### src/rtl/irp_pkg.sv
package irp_pkg;

    localparam int CMD_OFF_W = 12;

    // latched command: valid flag, byte enables, byte offset
    typedef struct packed {
        logic                 vld;
        logic [3:0]           be;
        logic [CMD_OFF_W-1:0] off;
    } cmd_t;

    // decoded lane selection
    typedef struct packed {
        logic       ok;
        logic       half;
        logic [3:0] mask;
        logic [1:0] lane;
    } lanes_t;

endpackage

### src/rtl/irp_cmd_latch.sv
module irp_cmd_latch
    import irp_pkg::*;
(
    input  logic        clk,
    input  logic        rst_n,
    input  logic        load,
    input  logic [15:0] word,
    output cmd_t        cmd
);

    typedef struct packed {
        cmd_t cmd;
    } state_t;

    state_t st_d, st_q;

    always_comb begin
        st_d = st_q;
        if (load) begin
            st_d.cmd.vld = 1'b1;
            st_d.cmd.be  = word[15:12];
            st_d.cmd.off = word[CMD_OFF_W-1:0];
        end
    end

    always_ff @(posedge clk or negedge rst_n) begin
        if (!rst_n) begin
            st_q <= '0;
        end else begin
            st_q <= st_d;
        end
    end

    assign cmd = st_q.cmd;

endmodule

### src/rtl/irp_lane_dec.sv
module irp_lane_dec
    import irp_pkg::*;
(
    input  logic [3:0]  be,
    input  logic [15:0] wdata,
    input  logic [31:0] rword,
    output lanes_t      lanes,
    output logic [31:0] wbytes,
    output logic [15:0] rdata_fmt
);

    logic [7:0] wbyte;
    logic [7:0] rbyte;

    // byte enable nibble to lane selection
    always_comb begin
        lanes = '0;
        unique case (be)
            4'b0001: begin lanes.ok = 1'b1; lanes.mask = be; lanes.lane = 2'd0; end
            4'b0010: begin lanes.ok = 1'b1; lanes.mask = be; lanes.lane = 2'd1; end
            4'b0100: begin lanes.ok = 1'b1; lanes.mask = be; lanes.lane = 2'd2; end
            4'b1000: begin lanes.ok = 1'b1; lanes.mask = be; lanes.lane = 2'd3; end
            4'b0011: begin lanes.ok = 1'b1; lanes.half = 1'b1; lanes.mask = be; lanes.lane = 2'd0; end
            4'b1100: begin lanes.ok = 1'b1; lanes.half = 1'b1; lanes.mask = be; lanes.lane = 2'd2; end
            default: lanes = '0;
        endcase
    end

    // write steering: odd lanes take the upper bus byte
    always_comb begin
        wbyte = lanes.lane[0] ? wdata[15:8] : wdata[7:0];
        if (lanes.half) begin
            wbytes = {wdata, wdata};
        end else begin
            wbytes = {4{wbyte}};
        end
    end

    // read alignment onto the 16-bit bus
    always_comb begin
        rbyte     = rword[{lanes.lane, 3'b000} +: 8];
        rdata_fmt = '0;
        if (lanes.ok) begin
            if (lanes.half) begin
                rdata_fmt = lanes.lane[1] ? rword[31:16] : rword[15:0];
            end else if (lanes.lane[0]) begin
                rdata_fmt = {rbyte, 8'h00};
            end else begin
                rdata_fmt = {8'h00, rbyte};
            end
        end
    end

endmodule

### src/rtl/irp_regfile.sv
module irp_regfile #(
    parameter int          GROUPS   = 8,
    parameter int          ID_GROUP = 0,
    parameter logic [15:0] ID_WORD  = 16'hA5C2
) (
    input  logic                      clk,
    input  logic                      rst_n,
    input  logic                      we,
    input  logic [$clog2(GROUPS)-1:0] grp,
    input  logic [3:0]                mask,
    input  logic [31:0]               wbytes,
    output logic [31:0]               rword
);

    localparam int GRP_W = $clog2(GROUPS);

    logic [31:0] words [GROUPS];

    for (genvar g = 0; g < GROUPS; g++) begin : g_grp
        if (g == ID_GROUP) begin : g_id
            assign words[g] = {16'h0000, ID_WORD};
        end else begin : g_rw
            logic [31:0] word_d, word_q;
            logic        hit;

            assign hit = we && (grp == GRP_W'(g));

            always_comb begin
                word_d = word_q;
                for (int b = 0; b < 4; b++) begin
                    if (hit && mask[b]) begin
                        word_d[b*8 +: 8] = wbytes[b*8 +: 8];
                    end
                end
            end

            always_ff @(posedge clk or negedge rst_n) begin
                if (!rst_n) begin
                    word_q <= '0;
                end else begin
                    word_q <= word_d;
                end
            end

            assign words[g] = word_q;
        end
    end

    assign rword = words[grp];

endmodule

### src/rtl/idx_reg_port.sv
module idx_reg_port #(
    parameter int          GROUPS   = 8,
    parameter int          ID_GROUP = 0,
    parameter logic [15:0] ID_WORD  = 16'hA5C2
) (
    input  logic        clk,
    input  logic        rst_n,
    input  logic        host_sel,
    input  logic        host_wr,
    input  logic        host_loc,
    input  logic [15:0] host_wdata,
    output logic [15:0] host_rdata
);
    import irp_pkg::*;

    localparam int GRP_W = $clog2(GROUPS);
    localparam int OFF_W = GRP_W + 2;

    typedef struct packed {
        logic [15:0] rdata;
    } state_t;

    state_t st_d, st_q;

    cmd_t             cmd;
    lanes_t           lanes;
    logic [31:0]      wbytes;
    logic [31:0]      rword;
    logic [15:0]      rdata_fmt;
    logic [GRP_W-1:0] grp;
    logic             cmd_ld;
    logic             data_rd;
    logic             data_we;
    logic             unused_off_bits;

    assign cmd_ld  = host_sel && host_loc && host_wr;
    assign data_rd = host_sel && !host_loc && !host_wr;
    assign data_we = host_sel && !host_loc && host_wr && cmd.vld && lanes.ok;
    assign grp     = cmd.off[OFF_W-1:2];

    assign unused_off_bits = ^{cmd.off[CMD_OFF_W-1:OFF_W], cmd.off[1:0]};

    irp_cmd_latch u_cmd (
        .clk   (clk),
        .rst_n (rst_n),
        .load  (cmd_ld),
        .word  (host_wdata),
        .cmd   (cmd)
    );

    irp_lane_dec u_lane (
        .be        (cmd.be),
        .wdata     (host_wdata),
        .rword     (rword),
        .lanes     (lanes),
        .wbytes    (wbytes),
        .rdata_fmt (rdata_fmt)
    );

    irp_regfile #(
        .GROUPS   (GROUPS),
        .ID_GROUP (ID_GROUP),
        .ID_WORD  (ID_WORD)
    ) u_rf (
        .clk    (clk),
        .rst_n  (rst_n),
        .we     (data_we),
        .grp    (grp),
        .mask   (lanes.mask),
        .wbytes (wbytes),
        .rword  (rword)
    );

    always_comb begin
        st_d = st_q;
        if (data_rd) begin
            st_d.rdata = cmd.vld ? rdata_fmt : 16'h0000;
        end
    end

    always_ff @(posedge clk or negedge rst_n) begin
        if (!rst_n) begin
            st_q <= '0;
        end else begin
            st_q <= st_d;
        end
    end

    assign host_rdata = st_q.rdata;

endmodule

### config.mk
export PLATFORM = sky130hd
export DESIGN_NAME = idx_reg_port
export DESIGN_NICKNAME = d
export VERILOG_FILES = /design/src/rtl/irp_pkg.sv /design/src/rtl/irp_cmd_latch.sv /design/src/rtl/irp_lane_dec.sv /design/src/rtl/irp_regfile.sv /design/src/rtl/idx_reg_port.sv
export SDC_FILE = /design/constraint.sdc
export NUM_CORES = 1
export LEC_CHECK = 0
export CORE_ASPECT_RATIO = 1.5
export CORE_MARGIN = 8
export CORE_UTILIZATION = 66
export DETAILED_ROUTE_END_ITERATION = 12
export PLACE_DENSITY_LB_ADDON = 0.12
export SLEW_MARGIN = 15
export SYNTH_ARGS = -nofsm -noshare
export SYNTH_HDL_FRONTEND = slang
export SYNTH_SLANG_ARGS = --single-unit
### constraint.sdc
create_clock -name clk -period 4.8 [get_ports clk]
set_input_delay 1.44 -clock clk [delete_from_list [all_inputs] [get_ports clk]]
set_output_delay 1.44 -clock clk [all_outputs]
set_load 0.02 [all_outputs]
==> results.md <==
- Syn-to-layout area delta: 10.4%
- Vias in the first global route: 8,322
- DRT iter0 DRCs: 725
- Relative slew slack: 0.394
- Final Hold Violating Endpoints: 0
- Yosys warning count: 0
- Leak Pwr: 5.59 nW
- Post-synthesis async set-or-reset flop share: 1.00
- Area of the mapped netlist: 11,300 um2
- Num ports: 37
- Register Area: 6210 um2
- DR WL/cell: 21.4 um
- Max cap viols: 0
- Placed insts: 1,237
- Post-route clock period utilization: 0.706
- Number of filler cells placed in the layout: 1,205
- CTS Root Cell: clkbuf_16
- Vias per inst: 6.30
- Clk buf depth: 3
- Worst setup SP type: primary input
- Crit Path Class: in2reg
- # hold bufs at CTS: 0
- Share of cells above drive strength 1: 0.143
- Post-CTS sizing: 0
- Post-synth EDFFs: 0
- Total GRT Usage: 0.265
- Nets: 1,073
- Fin crit period: 3.39 ns
- Routed wire length: 27,400 um
- Max H-tree Level: 1
- RSZ-0062 raised after global routing: no
- PD cells: 444 nW/um2
- HPWL Detailed: 17,900 um
- Multi-input gate area: 4620 um2
- WP data required: 5.15 ns
- Worst IR Drop VDD: 0.000340 V
- DRT Pass-1 Iters: 5
- Post-Route Setup TNS: 0 ns
- I/O Buffers: 36
- Gr ovfl total: 0
- Row count: 58
- CTS buffer count: 23
- Gpl congestion: 0.815
- Max Fclk: 0.295 GHz
- Outcome: completed
- Initial antenna violation count: 0
- Post-synthesis sequential area ratio: 0.547
- Total core area: 16,800 um2
- Pin count of the biggest net entering global routing: 106
- CP max FO: 21
- Chip height: 177 um
- Initial Utilization: 0.673
- Clk_lat worst skew: 0.51 ns
- Ys flop type: dfrtp_1
- Synth unique cells: 49
- Worst slew pin tran: 0.909 ns
- Post-Layout Cell Count: 1,278
- # DRC: 0
- First-pass GRT wire length: 44,800 um
- Worst Path Arrival: 3.74 ns
- Clock Pin Slew Worst Setup and Hold Paths: 0.06 ns
- Total number of vias: 8,046
- Antenna cells: 0
- Power Total: 5.56 mW
- Mean Syn Cell Area: 10.8 um2
- Syn nets: 1,069
- Clock sink total: 248
- Min-Delay Path Class: reg2reg
- #FFs+latches synth: 248
- Syn Inst Count: 1,048
- Max Slew Vio Count: 0
- Worst setup EP type: register
- Skew final: 0.0124 ns
- Die area: 21,700 um2
- Number of routed nets with antenna violations: 0
- # setup viols final: 0
- TritonCTS clock tree: built
- Die W: 123 um
- Post-CTS Setup Bufs: 0
-- stage by stage --
stage | cell area, um2 | worst slack, ns | hold WS (ns) | utilization
floorplan | 11300 | 2.03 | 0.442 | -
global placement | 11700 | 1.02 | 0.457 | 0.698
detailed placement | 11700 | 0.940 | 0.468 | 0.698
CTS | 12500 | 1.46 | 0.482 | 0.743
global route | 12500 | 1.16 | 0.494 | 0.743
finish | 12500 | 1.41 | 0.479 | 0.743
-- cells in the final DEF, fill, tap and decap left out, drive strengths merged, types with 3 or more instances in the layout --
master,instances
a21oi,93
a221o,12
a221oi,16
a22oi,6
a32oi,8
and3,4
and4,4
buf,37
clkbuf,34
clkdlybuf4s50,35
clkinv,4
dfrtp,248
inv,3
mux2,34
mux2i,27
mux4,29
nand2,147
nand2b,12
nand3,13
nand4b,8
nor2,91
nor2b,14
nor3,5
nor3b,5
nor4bb,5
o21ai,148
o31ai,4
-- worst max-delay path: stages --
cell	delay, ns
clkdlybuf4s50_1	0.51
and4b_1	0.74
nand4b_1	0.69
nand2_1	0.22
o21ai_0	0.12
-- flip-flops by register name, summed over array words and instances, names as in the netlist --
name,flops
host_rdata,16
u_cmd.cmd,8
u_rf.g_grp.g_rw.word_q,224
-- kinds of logic (layout without fill, tap and decap cells) --
kind of cell / Yosys count / count (layout) / share of synthesized area
buffers and inverters: 96 / 116 / 0.0480
xor gates and xnor gates: 1 / 1 / 0.000773
and+or+nand+nor: 316 / 316 / 0.128
muxes: 90 / 90 / 0.127
DFF: 248 / 248 / 0.547
AOI/OAI and AO/OA: 297 / 297 / 0.149
-- cell type report --
cell class              count  area share
inverters                   3    0.000900
clock buffers              34      0.0541
flip-flops and latches    248       0.496
multi-input cells         704       0.369
repair buffers             72      0.0518
well taps                 210      0.0210
clock inverters             7     0.00700
-- layer usage --
layer | up-vias | track usage | routed length [um]
met4 | 0 | 0.107 | 1050
met1 | 4028 | 0.321 | 10700
li1 | 3723 | - | -
met3 | 67 | 0.0329 | 1250
met5 | - | 0 | 0
met2 | 228 | 0.465 | 14400
-- power breakdown --
group	internal (mW)	leakage [nW]	total (mW)	switching [mW]
logic	0.486	1.82	1.13	0.643
registers	2.38	3.39	2.59	0.205
clock network	1.08	0.377	1.84	0.759
total	3.95	5.59	5.56	1.61
-- synth_stat cells, types with 4 or more instances --
cell      count  area, um2
nand3_1      13       65.1
a32oi_1       8       70.1
a22oi_1       6       45.0
nor2b_1      14       87.6
dfrtp_1     248       6210
a221o_1      12        120
o31ai_1       4       30.0
mux2_2       22        248
nand2b_1     12       75.1
a21oi_1      93        465
mux2i_4       8        180
mux4_2       29        653
and4_1        4       35.0
mux2_1        4       45.0
mux2_4        8        120
clkbuf_1     25       93.8
nand4b_1      8       70.1
nor2_1       90        338
a221oi_1     16        140
o21ai_0      97        485
mux2i_1      19        190
buf_4        13       97.6
buf_2        39        195
buf_6        11        124
nand2_1     147        552
o21ai_1      51        255
and3_1        4       25.0
nor4bb_1      5       50.1
nor3_1        5       25.0
-- final timing paths --
check                                         startpoint                       endpoint  slack (ns)  depth (start not counted)
setup / recovery                                host_sel  u_rf.g_grp[4].g_rw.word_q[31]        1.41                          5
hold / removal             u_rf.g_grp[4].g_rw.word_q[25]  u_rf.g_grp[4].g_rw.word_q[25]        0.48                          2
setup reg to reg                            u_cmd.cmd[2]  u_rf.g_grp[4].g_rw.word_q[31]        2.11                          5
hold reg to reg            u_rf.g_grp[4].g_rw.word_q[25]  u_rf.g_grp[4].g_rw.word_q[25]        0.48                          2
max in group asynchronous                          rst_n  u_rf.g_grp[2].g_rw.word_q[10]        2.69                          2
min in group asynchronous                          rst_n   u_rf.g_grp[1].g_rw.word_q[1]        0.97                          1
No activity file was read; power rests on OpenSTA's default activity.
